$ cat config.mk
export PLATFORM = sky130hd
export DESIGN_NAME = keypad_scan
export DESIGN_NICKNAME = d
export VERILOG_FILES = /design/src/rtl/keypad_scan_pkg.sv /design/src/rtl/keypad_scan_regs.sv /design/src/rtl/keypad_scan_ctrl.sv /design/src/rtl/keypad_scan.sv
export SDC_FILE = /design/constraint.sdc
export NUM_CORES = 1
export LEC_CHECK = 0
export BUFFER_PORTS_ARGS = -buffer_cell sky130_fd_sc_hd__buf_2
export CAP_MARGIN = 10
export CORE_AREA = 2 2 167 169
export DETAILED_ROUTE_END_ITERATION = 12
export DIE_AREA = 0 0 169 171
export PLACE_DENSITY = 0.9
export SYNTH_ARGS = -nofsm -noshare
export SYNTH_HDL_FRONTEND = slang
export SYNTH_HIERARCHICAL = 1
export SYNTH_SLANG_ARGS = --single-unit
$ cat constraint.sdc
create_clock -name clk -period 16.9 [get_ports clk]
set_input_delay 3.38 -clock clk [delete_from_list [all_inputs] [get_ports clk]]
set_output_delay 3.38 -clock clk [all_outputs]
set_load 0.005 [all_outputs]
$ cat src/rtl/keypad_scan_pkg.sv
package keypad_scan_pkg;
  localparam int ROW_IDX_W       = 4;
  localparam int COL_IDX_W       = 3;
  localparam int ENT_BYTE_W      = 8;
  localparam int LEAD_CYCLES     = 5;
  localparam int ROW_BASE_CYCLES = 16;
  localparam int DEB_W           = 10;
  localparam int THR_W           = 4;
  localparam int DEB_LSB         = 4;
  localparam int THR_LSB         = 14;
  localparam int CTRL_W          = THR_LSB + THR_W;
  localparam int EN_BIT          = 0;
  localparam int KPIE_BIT        = 1;
  localparam int FIFOIE_BIT      = 3;

  localparam logic [2:0] A_CTRL   = 3'd0;
  localparam logic [2:0] A_STAT   = 3'd1;
  localparam logic [2:0] A_GAP    = 3'd2;
  localparam logic [2:0] A_HOLD   = 3'd3;
  localparam logic [2:0] A_MASK   = 3'd4;
  localparam logic [2:0] A_ENT_LO = 3'd5;
  localparam logic [2:0] A_ENT_HI = 3'd6;

  typedef struct packed {
    logic                 kpSet;
    logic                 accLoad;
    logic                 accAnd;
    logic                 rowEnd;
    logic                 lastRow;
    logic [ROW_IDX_W-1:0] rowIdx;
  } scanStrobe_t;
endpackage

$ cat src/rtl/keypad_scan_regs.sv
module keypad_scan_regs
  import keypad_scan_pkg::*;
#(
  parameter int ROWS    = 16,
  parameter int COLS    = 8,
  parameter int ENTRIES = 8,
  parameter int TMR_W   = 16,
  localparam int CNT_W  = $clog2(ENTRIES + 1)
) (
  input  logic              clk,
  input  logic              rst_n,
  input  logic              regWe,
  input  logic [2:0]        regAddr,
  input  logic [31:0]       regWdata,
  output logic [31:0]       regRdata,
  input  logic [COLS-1:0]   colSense,
  input  scanStrobe_t       strobe,
  output logic              en,
  output logic              kpIe,
  output logic              fifoIe,
  output logic [DEB_W-1:0]  deb,
  output logic [TMR_W-1:0]  gapCnt,
  output logic [TMR_W-1:0]  holdCnt,
  output logic [ROWS-1:0]   rowMask,
  output logic              commitHasKeys,
  output logic              irq,
  output logic [CNT_W-1:0]  entCount,
  output logic [ENTRIES-1:0] entValid
);
  localparam int IDX_W  = (ENTRIES > 1) ? $clog2(ENTRIES) : 1;
  localparam int WIDE_W = 64;

  logic [CTRL_W-1:0]     ctrlReg;
  logic [TMR_W-1:0]      gapReg, holdReg;
  logic [ROWS-1:0]       maskReg;
  logic                  stKp, stFifo;
  logic [ENT_BYTE_W-1:0] entries [ENTRIES];
  logic [ENT_BYTE_W-1:0] pend    [ENTRIES];
  logic [ENT_BYTE_W-1:0] newPend [ENTRIES];
  logic [CNT_W-1:0]      entCnt, pendCnt, newCnt;
  logic [COLS-1:0]       acc, rowRes;
  logic [THR_W-1:0]      thr;
  logic                  commit, wrStat, fifoHit;
  logic [WIDE_W-1:0]     entWide;
  logic                  unusedWdata;

  assign unusedWdata = ^regWdata[31:CTRL_W];

  assign en      = ctrlReg[EN_BIT];
  assign kpIe    = ctrlReg[KPIE_BIT];
  assign fifoIe  = ctrlReg[FIFOIE_BIT];
  assign deb     = ctrlReg[DEB_LSB +: DEB_W];
  assign thr     = ctrlReg[THR_LSB +: THR_W];
  assign gapCnt  = gapReg;
  assign holdCnt = holdReg;
  assign rowMask = maskReg;

  // Debounced row sample and append of this row's keys to the pending list
  always_comb begin
    rowRes  = strobe.accLoad ? colSense : (acc & colSense);
    newPend = pend;
    newCnt  = pendCnt;
    for (int c = 0; c < COLS; c++) begin
      if (rowRes[c] && (newCnt < CNT_W'(ENTRIES))) begin
        newPend[newCnt[IDX_W-1:0]] = {1'b1, strobe.rowIdx, COL_IDX_W'(c)};
        newCnt = newCnt + 1'b1;
      end
    end
  end

  assign commit        = strobe.rowEnd & strobe.lastRow;
  assign commitHasKeys = (newCnt != '0);
  assign wrStat        = regWe && (regAddr == A_STAT);
  assign fifoHit       = commit && (thr != '0) && (32'(newCnt) >= 32'(thr));

  always_ff @(posedge clk or negedge rst_n) begin
    if (!rst_n) begin
      ctrlReg <= '0;
      gapReg  <= '0;
      holdReg <= '0;
      maskReg <= '0;
      stKp    <= 1'b0;
      stFifo  <= 1'b0;
      acc     <= '0;
      pendCnt <= '0;
      entCnt  <= '0;
      for (int i = 0; i < ENTRIES; i++) begin
        pend[i]    <= '0;
        entries[i] <= '0;
      end
    end else begin
      if (regWe) begin
        case (regAddr)
          A_CTRL:  ctrlReg <= regWdata[CTRL_W-1:0];
          A_GAP:   gapReg  <= regWdata[TMR_W-1:0];
          A_HOLD:  holdReg <= regWdata[TMR_W-1:0];
          A_MASK:  maskReg <= regWdata[ROWS-1:0];
          default: ;
        endcase
      end
      stKp   <= strobe.kpSet | (stKp & ~(wrStat & regWdata[0]));
      stFifo <= fifoHit | (stFifo & ~(wrStat & regWdata[2]));

      if (strobe.accLoad)     acc <= colSense;
      else if (strobe.accAnd) acc <= acc & colSense;

      if (!en || commit) begin
        pendCnt <= '0;
        for (int i = 0; i < ENTRIES; i++) pend[i] <= '0;
      end else if (strobe.rowEnd) begin
        pendCnt <= newCnt;
        pend    <= newPend;
      end

      if (commit) begin
        entCnt  <= newCnt;
        entries <= newPend;
      end
    end
  end

  always_comb begin
    entWide = '0;
    for (int i = 0; i < ENTRIES; i++) entWide[i*ENT_BYTE_W +: ENT_BYTE_W] = entries[i];
  end

  for (genvar g = 0; g < ENTRIES; g++) begin : g_valid
    assign entValid[g] = entries[g][ENT_BYTE_W-1];
  end

  assign entCount = entCnt;
  assign irq      = (stKp & kpIe) | (stFifo & fifoIe);

  always_comb begin
    case (regAddr)
      A_CTRL:   regRdata = 32'(ctrlReg);
      A_STAT:   regRdata = 32'({entCnt, 1'b0, stFifo, 1'b0, stKp});
      A_GAP:    regRdata = 32'(gapReg);
      A_HOLD:   regRdata = 32'(holdReg);
      A_MASK:   regRdata = 32'(maskReg);
      A_ENT_LO: regRdata = entWide[31:0];
      A_ENT_HI: regRdata = entWide[63:32];
      default:  regRdata = '0;
    endcase
  end
endmodule

$ cat src/rtl/keypad_scan_ctrl.sv
module keypad_scan_ctrl
  import keypad_scan_pkg::*;
#(
  parameter int ROWS  = 16,
  parameter int COLS  = 8,
  parameter int TMR_W = 16
) (
  input  logic             clk,
  input  logic             rst_n,
  input  logic             en,
  input  logic [DEB_W-1:0] deb,
  input  logic [TMR_W-1:0] gapCnt,
  input  logic [TMR_W-1:0] holdCnt,
  input  logic [ROWS-1:0]  rowMask,
  input  logic [COLS-1:0]  colSense,
  input  logic             commitHasKeys,
  output logic [ROWS-1:0]  rowDrive,
  output scanStrobe_t      strobe
);
  localparam int CNT_W = (TMR_W > DEB_W + 1) ? TMR_W : DEB_W + 1;

  typedef enum logic [2:0] {ST_WAIT, ST_LEAD, ST_ROW, ST_GAP, ST_POLL} scanState_e;

  scanState_e           state;
  logic [CNT_W-1:0]     cnt;
  logic [ROW_IDX_W-1:0] rowIdx;
  logic [CNT_W-1:0]     rowLast;
  logic                 anyCol, lastRow, rowEnd;

  assign anyCol  = |colSense;
  assign rowLast = CNT_W'(ROW_BASE_CYCLES - 1) + CNT_W'(deb);
  assign lastRow = (rowIdx == ROW_IDX_W'(ROWS - 1));
  assign rowEnd  = (state == ST_ROW) && (cnt == rowLast);

  always_comb begin
    rowDrive = '0;
    if (en) begin
      case (state)
        ST_WAIT: rowDrive = ~rowMask;
        ST_ROW:  rowDrive = {{(ROWS-1){1'b0}}, 1'b1} << rowIdx;
        ST_POLL: rowDrive = '1;
        default: rowDrive = '0;
      endcase
    end
  end

  always_comb begin
    strobe.kpSet   = en && (state == ST_WAIT) && anyCol;
    strobe.accLoad = (state == ST_ROW) && (cnt == CNT_W'(ROW_BASE_CYCLES - 1));
    strobe.accAnd  = (state == ST_ROW) && (cnt > CNT_W'(ROW_BASE_CYCLES - 1));
    strobe.rowEnd  = rowEnd;
    strobe.lastRow = lastRow;
    strobe.rowIdx  = rowIdx;
  end

  always_ff @(posedge clk or negedge rst_n) begin
    if (!rst_n) begin
      state  <= ST_WAIT;
      cnt    <= '0;
      rowIdx <= '0;
    end else if (!en) begin
      state  <= ST_WAIT;
      cnt    <= '0;
      rowIdx <= '0;
    end else begin
      case (state)
        ST_WAIT: begin
          cnt <= '0;
          if (anyCol) state <= ST_LEAD;
        end
        ST_LEAD: begin
          if (cnt == CNT_W'(LEAD_CYCLES - 1)) begin
            state  <= ST_ROW;
            cnt    <= '0;
            rowIdx <= '0;
          end else cnt <= cnt + 1'b1;
        end
        ST_ROW: begin
          if (rowEnd) begin
            cnt <= '0;
            if (!lastRow) rowIdx <= rowIdx + 1'b1;
            else if (commitHasKeys) state <= (gapCnt == '0) ? ST_LEAD : ST_GAP;
            else state <= (holdCnt == '0) ? ST_WAIT : ST_POLL;
          end else cnt <= cnt + 1'b1;
        end
        ST_GAP: begin
          if (CNT_W'(cnt + 1'b1) == CNT_W'(gapCnt)) begin
            state <= ST_LEAD;
            cnt   <= '0;
          end else cnt <= cnt + 1'b1;
        end
        ST_POLL: begin
          if (anyCol) begin
            state <= ST_LEAD;
            cnt   <= '0;
          end else if (CNT_W'(cnt + 1'b1) == CNT_W'(holdCnt)) begin
            state <= ST_WAIT;
            cnt   <= '0;
          end else cnt <= cnt + 1'b1;
        end
        default: state <= ST_WAIT;
      endcase
    end
  end
endmodule

$ cat src/rtl/keypad_scan.sv
module keypad_scan
  import keypad_scan_pkg::*;
#(
  parameter int ROWS    = 16,
  parameter int COLS    = 8,
  parameter int ENTRIES = 8,
  parameter int TMR_W   = 16
) (
  input  logic            clk,
  input  logic            rst_n,
  input  logic            regWe,
  input  logic [2:0]      regAddr,
  input  logic [31:0]     regWdata,
  output logic [31:0]     regRdata,
  output logic [ROWS-1:0] rowDrive,
  input  logic [COLS-1:0] colSense,
  output logic            irq
);
  localparam int ENT_CNT_W = $clog2(ENTRIES + 1);

  scanStrobe_t            strobe;
  logic                   en, kpIe, fifoIe, commitHasKeys;
  logic [DEB_W-1:0]       deb;
  logic [TMR_W-1:0]       gapCnt, holdCnt;
  logic [ROWS-1:0]        rowMask;
  logic [ENT_CNT_W-1:0]   entCount;
  logic [ENTRIES-1:0]     entValid;

  keypad_scan_regs #(.ROWS(ROWS), .COLS(COLS), .ENTRIES(ENTRIES), .TMR_W(TMR_W)) u_regs (
    .clk(clk), .rst_n(rst_n), .regWe(regWe), .regAddr(regAddr), .regWdata(regWdata),
    .regRdata(regRdata), .colSense(colSense), .strobe(strobe), .en(en), .kpIe(kpIe),
    .fifoIe(fifoIe), .deb(deb), .gapCnt(gapCnt), .holdCnt(holdCnt), .rowMask(rowMask),
    .commitHasKeys(commitHasKeys), .irq(irq), .entCount(entCount), .entValid(entValid)
  );

  keypad_scan_ctrl #(.ROWS(ROWS), .COLS(COLS), .TMR_W(TMR_W)) u_ctrl (
    .clk(clk), .rst_n(rst_n), .en(en), .deb(deb), .gapCnt(gapCnt), .holdCnt(holdCnt),
    .rowMask(rowMask), .colSense(colSense), .commitHasKeys(commitHasKeys),
    .rowDrive(rowDrive), .strobe(strobe)
  );
endmodule

==> results.toml, run 1 <==
[status]
run_status = "complete, no violations"

[floorplanning]
die_area_sq_um = 28900
initial_core_util_pct = 58.5
die_y_um = 171
count_of_pins_on_the_block_boundary = 95
row_count = 61
placeable_area_sq_um = 27300
die_x_um = 169

[synth]
netlist_area_sq_um = 16000
synthesis.instances = 1815
syn_area_per_cell_sq_um = 8.81
postSynthNetCount = 1882
yosys_warnings = 6

[routing]
final_antenna_net_count = 0
number_of_design_rule_violations_left_after_detail_routing = 0
detailedRoute.firstPassIterationCount = 6
vias = 15500
wire_per_inst_um = 24.5
wl_um = 52900
detail_route.iter0.violations = 2563
route.detailed.vias_per_inst = 7.17

[setup_path]
worst-endpoint-required_ns = 17.36
cp_data_arrival_time_ns = 12.35
reg2reg_slack_ns = 5.60
crit-reg2reg-launch = "u_ctrl/cnt[10]"
timing.critical_path.slowest_cell_delay_ns = 1.00
maximum_fanout_encountered_on_the_critical_timing_path = 20
worst_path_max_delay_cell = "sky130_fd_sc_hd__o21ai_0"
crit_end_element = "flop"
worstReg2RegEnd = "u_ctrl/state[1]"
critical-path-top-cell-by-count = "sky130_fd_sc_hd__ha_1"
ff2ff_path_depth = 35
timing_worst_setup_path_type = "in2reg"
critical_path.startpoint_type = "input port"

[clocking]
postCtsHoldBufs = 0
cts_max_path_bufs = 3
cts.repair_timing.setup_buffer_count = 0
htree_num_levels = 1
clk_transition_reported_paths_ns = 0.06
cts_tree = "done"
numCtsBuffers = 26
insertion_delay_ns = 0.56
cts.sinks = 235
root_buffer = "sky130_fd_sc_hd__clkbuf_16"
cts_resized = 0

[timing]
setup_viol_count_final = 0
period_needed_ns = 11.89
slew_violations = 0
final-hold-violation-count = 0
sum_of_negative_setup_slack_ns = 0
clock-skew-final_ns = 0.0308
maxSlewHeadroom_pct = 19.2
period_share_pct = 70.4
holdWs_ns = 0.495
clock.fmax_mhz = 84.1
rsz_0062_raised_after_global_routing = "false"
setup_ws_ns = 5.01
pin_slew_with_the_least_headroom_to_its_limit_ns = 1.21

[placed_design]
post-dp-hpwl_um = 37400
postPlaceCellArea_sq_um = 16300
place_worst_setup_slack_ns = 4.88
io_buffers = 80
gp_routability_congestion = 1.03

[pwr]
internal_cell_power_mw = 1.05
power_frac_comb_pct = 19.8
sequential_power_share_pct = 43.5
p_sw_share_pct = 32.0
p_leak_nw = 7.08
netSwitchingPower_uw = 495
design_power_total_mw = 1.55
power.density_cell_area_nw_per_um2 = 90.3
vdd_ir_drop_max_uv = 64.7
pwr-share-clk_pct = 36.6

[global_route]
antenna_found_initial = 3
grt_max_degree = 103
via_count_of_the_first_global_routing_pass = 14400
first_pass_grt_wire_length_um = 82500
grt_use_total_pct = 36.4
grt_overflow_total = 0

[hold_path]
min-delay-path-class = "reg2reg"
min_delay_path_depth = 2
min_to = "u_regs/pend[2]"
worstHoldStart = "u_regs/pend[2]"

[finish]
final_nets = 1865
n_fill_cell = 2188
proportion_of_layout_cells_with_a_drive_suffix_above_1_pct = 15.0
p_r_area_growth_vs_syn_pct = 7.15
finished_layout_cell_area_sq_um = 17100

[run]
cap_viol_max_count = 0
==> layout by cell type (no fill, tap or decap), types with 16 or more instances in the layout <==
cell                        count
sky130_fd_sc_hd__xor2_1        22
sky130_fd_sc_hd__nand2b_1      17
sky130_fd_sc_hd__nand2_1      222
sky130_fd_sc_hd__clkbuf_16     26
sky130_fd_sc_hd__buf_2         79
sky130_fd_sc_hd__nor2b_1       24
sky130_fd_sc_hd__ha_1          21
sky130_fd_sc_hd__mux2i_1       16
sky130_fd_sc_hd__nor2_1       118
sky130_fd_sc_hd__o21ai_0      112
sky130_fd_sc_hd__o21ai_1       21
sky130_fd_sc_hd__nor3_1        39
sky130_fd_sc_hd__a21oi_1       95
sky130_fd_sc_hd__and3_1        16
sky130_fd_sc_hd__xnor2_1       36
sky130_fd_sc_hd__dfrtp_1      235
sky130_fd_sc_hd__o2111ai_1     72
sky130_fd_sc_hd__nand4_1       18
sky130_fd_sc_hd__o211ai_1      73
sky130_fd_sc_hd__nor4_1        19
sky130_fd_sc_hd__inv_1         58
sky130_fd_sc_hd__nand3_1       59
sky130_fd_sc_hd__a22oi_1       27
sky130_fd_sc_hd__mux2_2        86
sky130_fd_sc_hd__a22o_1        25
==> worst max-delay path by stage <==
| stage | from | depth (start not counted) | slack, ns | endpoint |
|---|---|---|---|---|
| final | colSense[0] | 32 | 5.01 | u_ctrl/state[1] |
| after global routing | colSense[0] | 32 | 4.50 | u_ctrl/state[1] |
| after CTS | colSense[0] | 32 | 5.39 | u_ctrl/state[1] |
| after detailed placement | colSense[0] | 32 | 4.88 | u_ctrl/state[1] |
| after global placement | colSense[0] | 32 | 5.00 | u_ctrl/state[1] |
| after floorplan | colSense[0] | 35 | 6.83 | u_regs/stFifo |
==> power by group through the flow <==
stage	combinational (mW)	sequential, mW	clock (mW)
2_1_floorplan	0.218	0.640	0
3_3_place_gp	0.284	0.676	0
3_5_place_dp	0.294	0.679	0
4_1_cts	0.298	0.669	0.571
5_1_grt	0.327	0.677	0.594
6_report	0.307	0.674	0.567
==> layout make-up <==
| class | instances | area, sq um | share of cell area (%) |
|---|---|---|---|
| Clock buffer | 34 | 711 | 4.15 |
| Inverter | 62 | 238 | 1.39 |
| Tap cell | 346 | 433 | 2.53 |
| Multi-Input combinational cell | 1379 | 9230 | 53.8 |
| Clock inverter | 10 | 121 | 0.708 |
| Timing Repair Buffer | 94 | 523 | 3.05 |
| Sequential cell | 235 | 5880 | 34.3 |
| Antenna cell | 2 | 5.00 | 0.0292 |
==> critical path: cells and delay by family <==
family / cells / cell delay [ns]
and+or+nand+nor: 13 / 3.78
xor gates and xnor gates: 1 / 0.31
AOI/OAI and AO/OA: 9 / 2.64
buffers and inverters: 4 / 0.73
adders and majority gates: 5 / 1.52
==> layer usage <==
layer | GRT usage, % | wire (um) | part of all wire [%] | vias up
met5 | 0 | 0 | 0 | -
met4 | 16.2 | 2740 | 5.2 | 0
met3 | 7.93 | 6160 | 12 | 229
met2 | 55.7 | 23200 | 44 | 1094
met1 | 49.9 | 20800 | 39 | 7428
li1 | - | - | - | 6748
==> flip-flops by register name, indices dropped and copies added (netlist names), 3 cells and up <==
signal,cells
u_regs/pend,64
u_regs/entWide,56
u_regs/ctrlReg,18
u_ctrl/cnt,16
u_regs/gapCnt,16
u_regs/holdCnt,16
u_regs/rowMask,16
u_regs/acc,8
u_regs/entValid,8
u_ctrl/rowIdx,4
u_regs/entCount,4
u_regs/pendCnt,4
u_ctrl/state,3
==> stage by stage <==
step                      std cells  util [%]
after floorplan                1815         -
after global placement         2115      59.6
after detailed placement       2115      59.6
after CTS                      2159      62.7
after global routing           2160      62.7
final                          2162      62.7
No activity file was read; power rests on OpenSTA's default activity.
==> run 2, diff against run 1 <==
--- a/config.mk
+++ b/config.mk
@@ -5,11 +5,12 @@
 export SDC_FILE = /design/constraint.sdc
 export NUM_CORES = 1
 export LEC_CHECK = 0
+export ABC_AREA = 1
 export BUFFER_PORTS_ARGS = -buffer_cell sky130_fd_sc_hd__buf_2
 export CAP_MARGIN = 10
-export CORE_AREA = 2 2 167 169
+export CORE_AREA = 2 2 191 193
 export DETAILED_ROUTE_END_ITERATION = 12
-export DIE_AREA = 0 0 169 171
+export DIE_AREA = 0 0 193 195
 export PLACE_DENSITY = 0.9
 export SYNTH_ARGS = -nofsm -noshare
 export SYNTH_HDL_FRONTEND = slang
==> constraint.sdc (replaced) <==
create_clock -name clk -period 9.54 [get_ports clk]
set_input_delay 1.908 -clock clk [delete_from_list [all_inputs] [get_ports clk]]
set_output_delay 1.908 -clock clk [all_outputs]
set_load 0.005 [all_outputs]
==> run 2 against run 1 <==
Against the previous run:
- die area is 30% higher
- count of clock-buffer cells in the layout is 2 higher
- sequential share of layout area shrank 7.1 points
- via count is 53% higher
- clock skew fell by 0.012 ns
- critical path depth up 7
- critical path type is now reg2reg
- critical endpoint is now u_regs/stFifo
==> results.toml, run 2 <==
[placed_design]
gp_routability_congestion = 1.08
place_worst_setup_slack_ns = 0.721
postPlaceCellArea_sq_um = 20800
placed_cells = 3990
post-dp-hpwl_um = 51500
io_buffers = 80

[timing]
slew_violations = 0
final-hold-violation-count = 0
setup_viol_count_final = 0
holdWs_ns = 0.480
period_share_pct = 93.6
clock-skew-final_ns = 0.0193
maxSlewHeadroom_pct = 22.3
clock.fmax_mhz = 112
setup_ws_ns = 0.614
sum_of_negative_setup_slack_ns = 0
pin_slew_with_the_least_headroom_to_its_limit_ns = 1.16
rsz_0062_raised_after_global_routing = "false"
period_needed_ns = 8.93

[finish]
mostFrequentLayoutCell = "sky130_fd_sc_hd__nand2_1"
post_layout_nonfiller_instances = 4032
proportion_of_layout_cells_with_a_drive_suffix_above_1_pct = 7.14
largest-register = "u_regs/pend"
num_antenna_cells = 0
p_r_area_growth_vs_syn_pct = 6.73
final_nets = 3622
most-common-layout-cells = "2020 x sky130_fd_sc_hd__nand2_1, 237 x sky130_fd_sc_hd__inv_1, 236 x sky130_fd_sc_hd__nand3_1"
finished_layout_cell_area_sq_um = 21700
largest_register_ff_count = 64

[clocking]
insertion_delay_ns = 0.55
cts.sinks = 235
htree_num_levels = 1
postCtsHoldBufs = 0
cts_max_path_bufs = 3
numCtsBuffers = 24
cts.repair_timing.setup_buffer_count = 0
root_buffer = "sky130_fd_sc_hd__clkbuf_16"
clk_transition_reported_paths_ns = 0.07
cts_tree = "done"

[pwr]
power.density_cell_area_nw_per_um2 = 145
power_frac_comb_pct = 31.4
pwr-share-clk_pct = 31.5
sequential_power_share_pct = 37.0
p_sw_share_pct = 39.0
netSwitchingPower_mw = 1.22
vdd_ir_drop_max_uv = 149
internal_cell_power_mw = 1.91
p_leak_nw = 12.3

[setup_path]
worst_path_max_delay_cell = "sky130_fd_sc_hd__nor3_1"
critical_path.top_delay_family = "simple AND/OR/NAND/NOR gates"
timing.critical_path.slowest_cell_delay_ns = 0.62
crit_end_element = "flop"
critical_path.startpoint_type = "flop"
worst-endpoint-required_ns = 9.93
timing_worst_setup_path_type = "reg2reg"
maximum_fanout_encountered_on_the_critical_timing_path = 36
timing.critical_path.buf_inv = 11
critical-path-top-cell-by-count = "sky130_fd_sc_hd__inv_1"
cp_data_arrival_time_ns = 9.32

[routing]
final_antenna_net_count = 0
detailedRoute.firstPassIterationCount = 7
vias = 23700
route.detailed.vias_per_inst = 5.87
number_of_design_rule_violations_left_after_detail_routing = 0
detail_route.iter0.violations = 3617
wire_per_inst_um = 17.7
wl_um = 71300

[global_route]
grt_max_degree = 109
first_pass_grt_wire_length_um = 111000
antenna_found_initial = 1
via_count_of_the_first_global_routing_pass = 20400
grt_overflow_total = 0
grt_use_total_pct = 37.3

[floorplanning]
die_y_um = 195
die_area_sq_um = 37600
initial_core_util_pct = 57.3
placeable_area_sq_um = 35400
row_count = 69
die_x_um = 193
count_of_pins_on_the_block_boundary = 95

[synth]
postSynthNetCount = 3647
yosys_warnings = 6
syn_area_per_cell_sq_um = 5.67
synthesis.instances = 3580
netlist_area_sq_um = 20300

[hold_path]
min-delay-path-class = "reg2reg"

[status]
run_status = "complete, no violations"

[run]
cap_viol_max_count = 0
==> run 2: what timing repair did <==
| item | in CTS | in global routing |
|---|---|---|
| hold endpoints to repair | 0 | 0 |
| gates resized for setup | 0 | 1 |
| setup endpoints to repair | 0 | 1 |
==> run 2: final timing paths <==
check / startpoint / to / cells past startpoint / slack (ns)
min in group asynchronous: rst_n / u_ctrl/cnt[10] / 1 / 1.38
worst max-delay path: u_ctrl/cnt[11] / u_regs/stFifo / 39 / 0.61
max in group asynchronous: rst_n / u_regs/entWide[1] / 2 / 6.74
worst min-delay path: u_regs/entValid[7] / u_regs/entValid[7] / 2 / 0.48
worst min register to register: u_regs/entValid[7] / u_regs/entValid[7] / 2 / 0.48
worst max register to register: u_ctrl/cnt[11] / u_regs/stFifo / 39 / 0.61
==> run 2: layout make-up <==
class                           count  area, sq um
Fill cell                        3322        13700
Multi-Input combinational cell   2916        12700
Sequential cell                   235         5890
Inverter                          263          988
Clock buffer                       36          727
Timing Repair Buffer              115          673
Tap cell                          461          577
Clock inverter                      6         93.8
==> run 2: stage by stage <==
step           utilization [%]  power [mW]
6_report                  61.2        3.13
5_1_grt                   61.2        3.27
4_1_cts                   61.2        3.09
3_5_place_dp              58.9        2.11
3_3_place_gp              58.9        2.10
2_1_floorplan                -        1.82
==> run 2: tightest hold or removal path, stage by stage (launching register included) <==
cell and delay, ns:
sky130_fd_sc_hd__dfrtp_1 0.34, sky130_fd_sc_hd__nand2_1 0.05, sky130_fd_sc_hd__nand2_1 0.06
==> run 2: routing by layer <==
layer | part of all wire (%) | GRT usage, % | vias up
met5 | 0.022 | 0 | -
met4 | 8.4 | 23.6 | 2
met3 | 12 | 6.70 | 357
met2 | 42 | 55.1 | 1625
met1 | 37 | 50.3 | 10500
li1 | - | - | 11200
==> run 2: power groups by stage <==
| stage | Sequential [mW] | Combinational (mW) | Clock [mW] |
|---|---|---|---|
| 2_1_floorplan | 1.12 | 0.698 | 0 |
| 3_3_place_gp | 1.17 | 0.932 | 0 |
| 3_5_place_dp | 1.17 | 0.944 | 0 |
| 4_1_cts | 1.15 | 0.952 | 0.992 |
| 5_1_grt | 1.16 | 1.07 | 1.03 |
| 6_report | 1.16 | 0.985 | 0.987 |
